[src/rtl/elt_pkg.sv]
`timescale 1ns/1ps
// Package elt_pkg
// Shared sizes and register offsets for the elapsed-time counter.
// Assumes byte offsets that address 16-bit halfwords on even addresses.
package elt_pkg;
    localparam int HW_W      = 16;   // halfword width
    localparam int NUM_HW    = 3;    // halfwords per counter / compare value
    localparam int ADDR_W    = 5;    // byte offset width inside a window
    localparam int NUM_FLAGS = 1;    // status flags
    localparam int ALARM_BIT = 0;    // status bit driven by the compare
    localparam int CNT_BASE  = 0;    // window 0: counter halfwords
    localparam int CMP_BASE  = 8;    // window 0: compare halfwords
    localparam int STAT_OFF  = 30;   // window 1: status register (0x1e)
endpackage

[src/rtl/elt_counter.sv]
`timescale 1ns/1ps
// Module elt_counter
// Multi-halfword tick counter. It adds tick_en to the full value each cycle,
// and a halfword write replaces only that halfword's next value.
// Assumes at most one halfword write per cycle (decoded by the top).
module elt_counter #(
    parameter int HW_W   = elt_pkg::HW_W,
    parameter int NUM_HW = elt_pkg::NUM_HW
) (
    input  logic                     clk,
    input  logic                     rst_n,
    input  logic                     tick_en,
    input  logic [NUM_HW-1:0]        wr_en,
    input  logic [HW_W-1:0]          wdata,
    output logic [HW_W*NUM_HW-1:0]   cnt_q,
    output logic [HW_W*NUM_HW-1:0]   cnt_next
);
    localparam int CNT_W = HW_W * NUM_HW;

    logic [CNT_W-1:0] cnt_inc;

    // Full-width increment so carries cross halfword boundaries
    assign cnt_inc = cnt_q + CNT_W'(tick_en);

    for (genvar i = 0; i < NUM_HW; i++) begin : g_hw
        // Per-halfword choice between the write data and the incremented value
        assign cnt_next[i*HW_W +: HW_W] = wr_en[i] ? wdata : cnt_inc[i*HW_W +: HW_W];

        // a written halfword holds the write data after the edge
        a_r4_write_lands: assert property (@(posedge clk) disable iff (!rst_n)
            wr_en[i] |=> (cnt_q[i*HW_W +: HW_W] == $past(wdata)));
    end

    // Counter register with synchronous active-low reset
    always_ff @(posedge clk) begin
        if (!rst_n) cnt_q <= '0;
        else        cnt_q <= cnt_next;
    end

    // one tick and no write advances the value by one
    a_r2_tick_step: assert property (@(posedge clk) disable iff (!rst_n)
        (tick_en && (wr_en == '0)) |=> (cnt_q == $past(cnt_q) + CNT_W'(1)));

    // no tick and no write keeps the value
    a_r3_hold: assert property (@(posedge clk) disable iff (!rst_n)
        (!tick_en && (wr_en == '0)) |=> $stable(cnt_q));
endmodule

[src/rtl/elt_compare.sv]
`timescale 1ns/1ps
// Module elt_compare
// Holds the alarm compare value and flags the edge where the counter moves
// onto it. The match looks at the counter's next value, so the flag lands on
// the same edge as the counter update.
// Assumes cnt_next is the value the counter loads at the coming edge.
module elt_compare #(
    parameter int HW_W   = elt_pkg::HW_W,
    parameter int NUM_HW = elt_pkg::NUM_HW
) (
    input  logic                     clk,
    input  logic                     rst_n,
    input  logic [NUM_HW-1:0]        wr_en,
    input  logic [HW_W-1:0]          wdata,
    input  logic [HW_W*NUM_HW-1:0]   cnt_q,
    input  logic [HW_W*NUM_HW-1:0]   cnt_next,
    output logic [HW_W*NUM_HW-1:0]   cmp_q,
    output logic                     match_set
);
    for (genvar i = 0; i < NUM_HW; i++) begin : g_hw
        // Compare halfword register, loaded by its own write strobe
        always_ff @(posedge clk) begin
            if (!rst_n)       cmp_q[i*HW_W +: HW_W] <= '0;
            else if (wr_en[i]) cmp_q[i*HW_W +: HW_W] <= wdata;
        end

        // a compare write is held after the edge
        a_r5_cmp_write: assert property (@(posedge clk) disable iff (!rst_n)
            wr_en[i] |=> (cmp_q[i*HW_W +: HW_W] == $past(wdata)));
    end

    // Edge-only match: the counter is changing and lands on the compare value
    always_comb begin
        match_set = (cnt_next != cnt_q) && (cnt_next == cmp_q);
    end

    // after a match with no compare write, counter and compare agree
    a_r6_match_lands: assert property (@(posedge clk) disable iff (!rst_n)
        (match_set && (wr_en == '0)) |=> (cnt_q == cmp_q));
endmodule

[src/rtl/elt_status.sv]
`timescale 1ns/1ps
// Module elt_status
// Sticky status flags with write-one-to-clear and per-flag interrupt enable.
// Assumes set pulses are one cycle wide; a set beats a clear in the same cycle.
module elt_status #(
    parameter int NUM_FLAGS = elt_pkg::NUM_FLAGS
) (
    input  logic                 clk,
    input  logic                 rst_n,
    input  logic [NUM_FLAGS-1:0] set_vec,
    input  logic                 clr_wr,
    input  logic [NUM_FLAGS-1:0] clr_mask,
    input  logic [NUM_FLAGS-1:0] flag_en,
    output logic [NUM_FLAGS-1:0] flags_q,
    output logic                 irq
);
    logic [NUM_FLAGS-1:0] clr_vec;

    // Clear only the bits written as one, and only on a status write
    assign clr_vec = clr_wr ? clr_mask : '0;

    // Flag register: clear first, then set, so the set has priority
    always_ff @(posedge clk) begin
        if (!rst_n) flags_q <= '0;
        else        flags_q <= (flags_q & ~clr_vec) | set_vec;
    end

    // Interrupt request from enabled flags
    assign irq = |(flags_q & flag_en);

    for (genvar f = 0; f < NUM_FLAGS; f++) begin : g_flag
        // a set pulse leaves the flag high
        a_r6_set_sticks: assert property (@(posedge clk) disable iff (!rst_n)
            set_vec[f] |=> flags_q[f]);
        // a clear with no set drops the flag
        a_r8_w1c: assert property (@(posedge clk) disable iff (!rst_n)
            (clr_wr && clr_mask[f] && !set_vec[f]) |=> !flags_q[f]);
        // writing zero keeps a raised flag
        a_r8_zero_keeps: assert property (@(posedge clk) disable iff (!rst_n)
            (flags_q[f] && !(clr_wr && clr_mask[f])) |=> flags_q[f]);
    end

    // no enables means no interrupt
    a_r9_gate: assert property (@(posedge clk) disable iff (!rst_n)
        (flag_en == '0) |-> !irq);
endmodule

[src/rtl/elt_timer_top.sv]
`timescale 1ns/1ps
// Module elt_timer_top
// Elapsed-time counter with an alarm compare and a halfword register port.
// Window 0 holds the counter and compare halfwords, and window 1 holds status.
// Reads are combinational from live registers and are never snapshotted.
// Assumes tick_en is a one-cycle strobe from the 32768 Hz time base.
module elt_timer_top #(
    parameter int HW_W      = elt_pkg::HW_W,
    parameter int NUM_HW    = elt_pkg::NUM_HW,
    parameter int ADDR_W    = elt_pkg::ADDR_W,
    parameter int NUM_FLAGS = elt_pkg::NUM_FLAGS
) (
    input  logic                 clk,
    input  logic                 rst_n,
    input  logic                 tick_en,
    input  logic                 bus_win,
    input  logic [ADDR_W-1:0]    bus_addr,
    input  logic                 bus_we,
    input  logic [HW_W-1:0]      bus_wdata,
    output logic [HW_W-1:0]      bus_rdata,
    input  logic [NUM_FLAGS-1:0] flag_en,
    output logic                 irq
);
    localparam int CNT_W = HW_W * NUM_HW;

    logic [NUM_HW-1:0]    cnt_wr;
    logic [NUM_HW-1:0]    cmp_wr;
    logic                 stat_wr;
    logic [CNT_W-1:0]     cnt_q;
    logic [CNT_W-1:0]     cnt_next;
    logic [CNT_W-1:0]     cmp_q;
    logic                 match_set;
    logic [NUM_FLAGS-1:0] set_vec;
    logic [NUM_FLAGS-1:0] flags_q;

    for (genvar i = 0; i < NUM_HW; i++) begin : g_dec
        // Halfword write strobes for counter and compare in window 0
        assign cnt_wr[i] = bus_we && !bus_win &&
                           (bus_addr == ADDR_W'(elt_pkg::CNT_BASE + 2*i));
        assign cmp_wr[i] = bus_we && !bus_win &&
                           (bus_addr == ADDR_W'(elt_pkg::CMP_BASE + 2*i));
    end

    // Status write strobe in window 1
    assign stat_wr = bus_we && bus_win && (bus_addr == ADDR_W'(elt_pkg::STAT_OFF));

    // Route the compare match to its status bit
    always_comb begin
        set_vec = '0;
        set_vec[elt_pkg::ALARM_BIT] = match_set;
    end

    elt_counter #(.HW_W(HW_W), .NUM_HW(NUM_HW)) u_counter (
        .clk      (clk),
        .rst_n    (rst_n),
        .tick_en  (tick_en),
        .wr_en    (cnt_wr),
        .wdata    (bus_wdata),
        .cnt_q    (cnt_q),
        .cnt_next (cnt_next)
    );

    elt_compare #(.HW_W(HW_W), .NUM_HW(NUM_HW)) u_compare (
        .clk       (clk),
        .rst_n     (rst_n),
        .wr_en     (cmp_wr),
        .wdata     (bus_wdata),
        .cnt_q     (cnt_q),
        .cnt_next  (cnt_next),
        .cmp_q     (cmp_q),
        .match_set (match_set)
    );

    elt_status #(.NUM_FLAGS(NUM_FLAGS)) u_status (
        .clk      (clk),
        .rst_n    (rst_n),
        .set_vec  (set_vec),
        .clr_wr   (stat_wr),
        .clr_mask (bus_wdata[NUM_FLAGS-1:0]),
        .flag_en  (flag_en),
        .flags_q  (flags_q),
        .irq      (irq)
    );

    // Live read multiplexer; unmapped offsets return zero
    always_comb begin
        bus_rdata = '0;
        if (!bus_win) begin
            for (int i = 0; i < NUM_HW; i++) begin
                if (bus_addr == ADDR_W'(elt_pkg::CNT_BASE + 2*i))
                    bus_rdata = cnt_q[i*HW_W +: HW_W];
                if (bus_addr == ADDR_W'(elt_pkg::CMP_BASE + 2*i))
                    bus_rdata = cmp_q[i*HW_W +: HW_W];
            end
        end else if (bus_addr == ADDR_W'(elt_pkg::STAT_OFF)) begin
            bus_rdata = HW_W'(flags_q);
        end
    end

    // the alarm flag only rises on a cycle where the count moved
    a_r7_rise_needs_change: assert property (@(posedge clk) disable iff (!rst_n)
        $rose(flags_q[elt_pkg::ALARM_BIT]) |-> (cnt_q != $past(cnt_q)));

    // reset leaves the count at zero
    a_r11_reset_clears: assert property (@(posedge clk)
        !rst_n |=> (cnt_q == '0));
endmodule

[config.mk]
export PLATFORM = sky130hd
export DESIGN_NAME = elt_timer_top
export DESIGN_NICKNAME = d
export VERILOG_FILES = /design/src/rtl/elt_pkg.sv /design/src/rtl/elt_counter.sv /design/src/rtl/elt_compare.sv /design/src/rtl/elt_status.sv /design/src/rtl/elt_timer_top.sv
export SDC_FILE = /design/constraint.sdc
export NUM_CORES = 1
export LEC_CHECK = 0
export BUFFER_PORTS_ARGS = -buffer_cell sky130_fd_sc_hd__buf_2
export CAP_MARGIN = 0
export CORE_MARGIN = 3
export CORE_UTILIZATION = 50
export DETAILED_ROUTE_END_ITERATION = 16
export GPL_TIMING_DRIVEN = 0
export PLACE_DENSITY = 0.67
export SLEW_MARGIN = 40
export SYNTH_ARGS = -nofsm -noshare
export SYNTH_HDL_FRONTEND = slang
export SYNTH_SLANG_ARGS = --single-unit
export TNS_END_PERCENT = 100
[constraint.sdc]
create_clock -name clk -period 4.9 [get_ports clk]
set_clock_uncertainty 0.2 [all_clocks]
set_input_delay 0.98 -clock clk [delete_from_list [all_inputs] [get_ports clk]]
set_output_delay 0.98 -clock clk [all_outputs]
set_load 0.03 [all_outputs]
==> results of run 1 <==
==> tightest hold or removal path, stage by stage, from the launching register on <==
cell and delay (ns):
sky130_fd_sc_hd__dfxtp_1 0.34, sky130_fd_sc_hd__mux2i_1 0.13, sky130_fd_sc_hd__nor2_1 0.05
==> how the worst min path moves through the flow <==
| stage | startpoint | to | slack (ns) | depth (start not counted) |
|---|---|---|---|---|
| 6_report | u_compare.cmp_q[6] | u_compare.cmp_q[6] | 0.36 | 2 |
| 3_5_place_dp | u_compare.cmp_q[2] | u_compare.cmp_q[2] | 0.34 | 2 |
| 4_1_cts | u_compare.cmp_q[2] | u_compare.cmp_q[2] | 0.36 | 2 |
| 5_1_grt | u_compare.cmp_q[46] | u_compare.cmp_q[46] | 0.39 | 2 |
| 2_1_floorplan | u_compare.cmp_q[40] | u_compare.cmp_q[40] | 0.30 | 2 |
| 3_3_place_gp | u_compare.cmp_q[2] | u_compare.cmp_q[2] | 0.34 | 2 |
==> area by class of cell <==
| class | instances | share of cell area, % |
|---|---|---|
| well taps | 211 | 3.01 |
| plain buffers | 102 | 4.73 |
| clock buffers | 9 | 2.56 |
| clock inverters | 7 | 1.11 |
| repair buffers | 40 | 2.48 |
| multi-input cells | 832 | 62.9 |
| flip-flops and latches | 97 | 22.1 |
| inverters | 25 | 1.07 |
==> layout by cell type (no fill, tap or decap), drive strengths merged, types with 14 or more instances in the layout <==
cell type	count
inv	29
dfxtp	97
buf	56
nor3	38
a21oi	25
xnor2	68
a31oi	14
nand4	29
nand3	29
xor2	64
a221oi	19
nor4	26
o21ai	32
clkbuf	95
nand2	91
a211oi	36
nor2	153
mux2i	66
==> per-layer routing <==
| layer | track usage, % | share of wire [%] |
|---|---|---|
| met1 | 56.3 | 38 |
| met2 | 63.8 | 42 |
| met3 | 12.4 | 13 |
| met4 | 25.0 | 7.0 |
| met5 | 0 | 0.028 |
==> sequential cells by signal, indices dropped and copies added, names as in the netlist <==
| name | flops |
|---|---|
| u_compare.cmp_q | 48 |
| u_counter.cnt_q | 48 |
| u_status.flags_q | 1 |
==> report_power, final <==
part / switching, mW / internal [mW] / total, mW
logic: 0.186 / 0.0789 / 0.265
clock network: 0.385 / 0.413 / 0.798
registers: 0.00930 / 0.795 / 0.804
==> cells by family after synthesis <==
kind of cell	synth area share, %
XOR/XNOR	15.0
AND/OR/NAND/NOR	27.8
multiplexers	8.39
AO/OA/AOI/OAI	17.6
flip-flops	24.7
buffers and inverters	6.29
adder cells (fa/ha/maj)	0.318
==> timing repair <==
item	4_1_cts	5_1_grt
buffers inserted	0	2
setup endpoints to repair	1	2
pin swaps	0	2
hold buffers	0	0
resized for setup	2	6
==> out/qor.json, run 1 <==
{
  "outcome": "finished clean",
  "sequential_cell_area_fraction_in_the_yosys_report_pct": 24.7,
  "yosysWarnings": 0,
  "clock_tree.root_cell": "sky130_fd_sc_hd__clkbuf_16",
  "regToRegSetupSlack_ns": 0.23,
  "global_route.overflow_total": 0,
  "number_of_antenna_cells_inserted": 0,
  "total_leakage_power_nw": 3.14,
  "timing.critical_path.slowest_cell_delay_ns": 0.64,
  "cts.reportedPaths.clkPinSlew_ns": 0.08,
  "pre_cts_ws_ns": -0.533,
  "area_growth_pct": 11.5,
  "finalWorstSetupSlack_ns": 0.0574,
  "hold-worst-slack_ns": 0.356,
  "vdd_ir_drop_max_mv": 0.155,
  "critical_path.most_common_cell": "sky130_fd_sc_hd__buf_2",
  "post-synth-top-count-cell": "sky130_fd_sc_hd__nor2_1",
  "drt-wirelength-per-cell_microns": 29.2,
  "min_period_over_period_pct": 98.8,
  "slowest_stage": "sky130_fd_sc_hd__or4b_1",
  "clk_path_buf_depth": 2,
  "start_kind": "primary input",
  "biggest_area_consumer_among_synthesized_cells": "sky130_fd_sc_hd__dfxtp_1",
  "initial_antenna_violation_count": 1,
  "async_reset_ff_share_pct": 0,
  "hold_viol_final": 0,
  "max_cap_viol_count": 0,
  "critical_path.cell_chain": "buf_2, ha_1, nand4_4, or4_1, buf_2, clkbuf_1, nor3_2, nor4b_1, a2111oi_2, o2111ai_1, or4b_1, o31ai_2",
  "synth.cells.most_frequent": "sky130_fd_sc_hd__nor2_1, sky130_fd_sc_hd__dfxtp_1, sky130_fd_sc_hd__nand2_1, sky130_fd_sc_hd__clkbuf_1, sky130_fd_sc_hd__xnor2_1",
  "critical_path_end_type": "flop",
  "drt-vias-per-instance": 6.76,
  "synth-edff-count": 0,
  "cts_htree_levels": 3,
  "worst-setup-path-type": "in2reg",
  "drc_errors": 0,
  "design.portCount": 44,
  "fin_area_sq_mm": 0.00878,
  "grt_first_pass_wirelength_microns": 55400,
  "detail_route.first_pass.iterations": 5,
  "tritoncts": "built",
  "die_area_sq_mm": 0.0173,
  "post_synth_instance_area_sq_mm": 0.00788,
  "global_route.usage.total_pct": 43.3,
  "pin_count_of_the_biggest_net_entering_global_routing": 20,
  "die_w_microns": 132,
  "vias": 8942,
  "fp.dieH_microns": 132,
  "initial_utilization_pct": 51.4,
  "routed_wl_microns": 38600,
  "yosysUniqueCellTypes": 71,
  "clock-sinks": 97,
  "bufs_and_invs_on_worst_path": 3,
  "fin_setup_tns_ns": 0,
  "final_layout_size_suffix_gt1_share_pct": 9.71,
  "critical_path.top_delay_family": "simple AND/OR/NAND/NOR gates",
  "cellPowerDensity_mw_per_mm2": 213,
  "antenna_left": 0,
  "vias_in_the_first_global_route": 8276,
  "worstHoldPathType": "reg2reg",
  "max_freq_mhz": 206,
  "setup_repair_after_global_routing_missed_its_margin": "no",
  "core_area_sq_mm": 0.0153,
  "slew_viols_final": 0,
  "hpwl_microns": 28700,
  "gp_congestion": 1.08,
  "finalCriticalPeriod_ns": 4.84,
  "std_cell_rows": 45,
  "area.sequential_sq_mm": 0.00194,
  "cts_buffers": 9,
  "path_depth": 12,
  "fill_cells": 1503,
  "synthesized_netlist_cell_count": 1056,
  "final_util_pct": 57.4,
  "yosys-top-cells-area": "sky130_fd_sc_hd__dfxtp_1, sky130_fd_sc_hd__mux2i_1, sky130_fd_sc_hd__xnor2_1",
  "multi_input_area_sq_mm": 0.00553,
  "detailedRoute.firstIterationViolations": 1373,
  "worstSetupStartpoint": "tick_en",
  "critical_register_to_register_path_endpoint": "u_status.flags_q",
  "ys_seq_elements": 97,
  "relSlewSlack_pct": 37.1,
  "synth-main-ff-cell": "sky130_fd_sc_hd__dfxtp_1",
  "path_max_fanout": 10,
  "crit_arrival_ns": 4.93,
  "rr_startpoint": "u_counter.cnt_q[0]",
  "post_dp_cell_area_sq_mm": 0.00838,
  "buffer_ports.inserted": 36,
  "worst_skew_pair.late_latency_ns": 0.37,
  "avgSynthCellArea_sq_um": 7.46,
  "placed_cells_incl_taps": 1305,
  "synth.top_cell.area_share_pct": 24.7,
  "setup-violations-final": 0,
  "syn-num-nets": 1085,
  "worstPathRequired_ns": 4.98,
  "stdcell_count": 1323,
  "tightest_slew_ns": 0.943,
  "report.power.total_mw": 1.87,
  "worstSetupEndpoint": "u_status.flags_q",
  "nNetsFinal": 1136,
  "rr_worst_depth": 11
}
Power figures use the tool's default switching activity.
==> run 2, diff against run 1 <==
Settings changed: CORE_MARGIN 3 to 5, RECOVER_POWER set to 25.
==> run 2 against run 1 <==
  * The flow now finishes with violations (setup timing)
  * Sequential power hardly changed
  * Count of clock-buffer cells in the layout is 1 higher
  * Register-to-register slack got worse by 0.09 ns
  * Final cell count decreased by 0.23%
  * Flip-flop and latch count is the same
  * Die area grew 6.2%
  * Global-route usage shrank 1.3 points
  * First-iteration DRC count grew 8.2%
  * Setup slack worse by 0.078 ns
  * Sequential share of layout area grew 0.24 points
  * Largest cell class unchanged
  * Highest routed layer unchanged
==> out/qor.json, run 2 (synthesis results as in run 1) <==
{
  "max_freq": {"value": 203, "unit": "MHz", "change": "-1.6%"},
  "mostFrequentLayoutCell": "sky130_fd_sc_hd__nor2_1",
  "pin_count_of_the_biggest_net_entering_global_routing": {"value": 19, "change": "-5.0%"},
  "tritoncts": "built",
  "clock-sinks": {"value": 97, "change": "unchanged"},
  "worstPathRequired": {"value": 5.00, "unit": "ns", "change": "+0.02 ns"},
  "vias": {"value": 9098, "change": "+1.7%"},
  "core_area": {"value": 0.0153, "unit": "sq mm", "change": "unchanged"},
  "global_route.overflow_total": {"value": 0, "change": "unchanged"},
  "die_area": {"value": 0.0184, "unit": "sq mm", "change": "+6.2%"},
  "total_leakage_power": {"value": 3.09, "unit": "nW", "change": "-1.6%"},
  "initial_utilization": {"value": 51.4, "unit": "%", "change": "unchanged"},
  "drt-vias-per-instance": {"value": 6.89, "change": "+2.0%"},
  "relSlewSlack": {"value": 9.00, "unit": "%", "change": "-28 points"},
  "initial_antenna_violation_count": {"value": 1, "change": "unchanged"},
  "global_route.usage.total": {"value": 41.9, "unit": "%", "change": "-1.3 points"},
  "fin_area": {"value": 0.00869, "unit": "sq mm", "change": "-1.1%"},
  "setup_repair_after_global_routing_missed_its_margin": "no",
  "grt_first_pass_wirelength": {"value": 55700, "unit": "microns", "change": "+0.56%"},
  "area_growth_pct": 10.3,
  "cts.reportedPaths.clkPinSlew": {"value": 0.08, "unit": "ns", "change": "about the same"},
  "start_kind": "primary input",
  "clock_tree.root_cell": "sky130_fd_sc_hd__clkbuf_16",
  "die_w": {"value": 136, "unit": "microns", "change": "+3.0%"},
  "setup-violations-final": {"value": 1, "change": "+1"},
  "tightest_slew": {"value": 1.36, "unit": "ns", "change": "+0.417 ns"},
  "gp_congestion": {"value": 1.07, "change": "-0.36%"},
  "detail_route.first_pass.iterations": {"value": 7, "change": "+2"},
  "crit_arrival": {"value": 5.02, "unit": "ns", "change": "+0.09 ns"},
  "drc_errors": {"value": 0, "change": "unchanged"},
  "number_of_antenna_cells_inserted": {"value": 0, "change": "unchanged"},
  "critical_path_end_type": "flop",
  "hpwl": {"value": 28800, "unit": "microns", "change": "+0.35%"},
  "final_layout_size_suffix_gt1_share": {"value": 9.02, "unit": "%", "change": "-0.70 points"},
  "vdd_ir_drop_max": {"value": 0.168, "unit": "mV", "change": "+8.3%"},
  "finalCriticalPeriod": {"value": 4.92, "unit": "ns", "change": "+0.0781 ns"},
  "path_max_fanout": {"value": 10, "change": "unchanged"},
  "final_cell_mix": "sky130_fd_sc_hd__nor2_1, sky130_fd_sc_hd__dfxtp_1, sky130_fd_sc_hd__nand2_1, sky130_fd_sc_hd__clkbuf_1, sky130_fd_sc_hd__xnor2_1",
  "slew_viols_final": {"value": 0, "change": "unchanged"},
  "worstHoldPathType": "reg2reg",
  "vias_in_the_first_global_route": {"value": 8321, "change": "+0.54%"},
  "fin_setup_tns": {"value": -0.0208, "unit": "ns", "change": "-0.0208 ns"},
  "buffer_ports.inserted": {"value": 36, "change": "unchanged"},
  "violated_checks": "setup timing",
  "cts_buffers": {"value": 9, "change": "unchanged"},
  "drt-wirelength-per-cell": {"value": 29.7, "unit": "microns", "change": "+1.9%"},
  "worst_skew_pair.late_latency": {"value": 0.37, "unit": "ns", "change": "about the same"},
  "outcome": "complete, but fails checks",
  "finalWorstSetupSlack": {"value": -0.0208, "unit": "ns", "change": "-0.0781 ns"},
  "biggestRegsByFlops": "u_compare.cmp_q (48), u_counter.cnt_q (48), u_status.flags_q (1)",
  "routed_wl": {"value": 39200, "unit": "microns", "change": "+1.6%"},
  "design.portCount": {"value": 44, "change": "unchanged"},
  "nNetsFinal": {"value": 1133, "change": "-0.26%"},
  "max_cap_viol_count": {"value": 0, "change": "unchanged"},
  "min_period_over_period": {"value": 100, "unit": "%", "change": "+1.6 points"},
  "clk_path_buf_depth": {"value": 2, "change": "unchanged"},
  "std_cell_rows": {"value": 45, "change": "unchanged"},
  "detailedRoute.firstIterationViolations": {"value": 1486, "change": "+8.2%"},
  "fp.dieH": {"value": 136, "unit": "microns", "change": "+3.0%"},
  "buffer_count_from_post_cts_setup_fixing": {"value": 0, "change": "unchanged"},
  "cellPowerDensity": {"value": 209, "unit": "mW/mm^2", "change": "-1.8%"},
  "post_dp_cell_area": {"value": 0.00836, "unit": "sq mm", "change": "-0.25%"},
  "worst-setup-path-type": "in2reg",
  "cts_htree_levels": {"value": 3, "change": "unchanged"},
  "hold_viol_final": {"value": 0, "change": "unchanged"},
  "antenna_left": {"value": 0, "change": "unchanged"}
}
-- run 2: critical path: stages --
cell,delay (ns)
sky130_fd_sc_hd__buf_2,0.10
sky130_fd_sc_hd__ha_1,0.23
sky130_fd_sc_hd__nand4_4,0.25
sky130_fd_sc_hd__or4_1,0.60
sky130_fd_sc_hd__buf_2,0.20
sky130_fd_sc_hd__clkbuf_1,0.33
sky130_fd_sc_hd__nor2_2,0.48
sky130_fd_sc_hd__o32ai_1,0.14
sky130_fd_sc_hd__a311oi_1,0.57
sky130_fd_sc_hd__o211ai_1,0.18
sky130_fd_sc_hd__nor3_1,0.20
sky130_fd_sc_hd__or4b_1,0.53
sky130_fd_sc_hd__o31ai_2,0.20
-- run 2: final cells by class --
cell class                 instances  area [sq um]
tap                              211           264
buffer                           102           418
sequential                        97          1940
inverter                          25          93.8
fill                            1516          6620
multi-input combinational        832          5490
timing repair buffer              37           183
clock inverter                     6          57.6
clock buffer                      10           239
-- run 2: worst paths after layout --
path	slack, ns	startpoint	endpoint	cells after the start
worst min register to register	0.36	u_compare.cmp_q[2]	u_compare.cmp_q[2]	2
worst max-delay path	-0.02	tick_en	u_status.flags_q	13
worst max register to register	0.14	u_counter.cnt_q[0]	u_status.flags_q	12
worst min-delay path	0.36	u_compare.cmp_q[2]	u_compare.cmp_q[2]	2
-- run 2: report_power, final --
group	switching (mW)	leakage, nW	internal, mW
clock network	0.375	0.147	0.371
registers	0.00919	0.782	0.795
logic	0.188	2.16	0.0764
total	0.572	3.09	1.24
-- run 2: metal layers --
layer	track usage, %	up-vias	wire length, microns
met1	53.6	4252	14800
met4	26.8	2	2830
met2	61.1	776	16400
met3	12.8	191	5150
li1	-	3877	-
met5	0	-	12
-- run 2: through the flow --
stage | hold slack [ns] | util [%] | cells | total power [mW] | worst slack (ns)
after detailed placement | 0.344 | 54.6 | 1304 | 1.07 | -0.517
final | 0.355 | 56.7 | 1320 | 1.81 | -0.0208
after floorplan | 0.301 | - | 1056 | 0.965 | 0.553
after global routing | 0.388 | 56.7 | 1320 | 1.84 | 0.0158
after CTS | 0.355 | 56.6 | 1320 | 1.79 | 0.0352
after global placement | 0.336 | 54.3 | 1303 | 1.07 | -1.04
-- run 2: what timing repair did --
| action | CTS | global route |
|---|---|---|
| endpoints found under the setup margin | 1 | 2 |
| hold endpoints to repair | 0 | 0 |
| hold buffers | 0 | 0 |
| gates resized for setup | 1 | 7 |
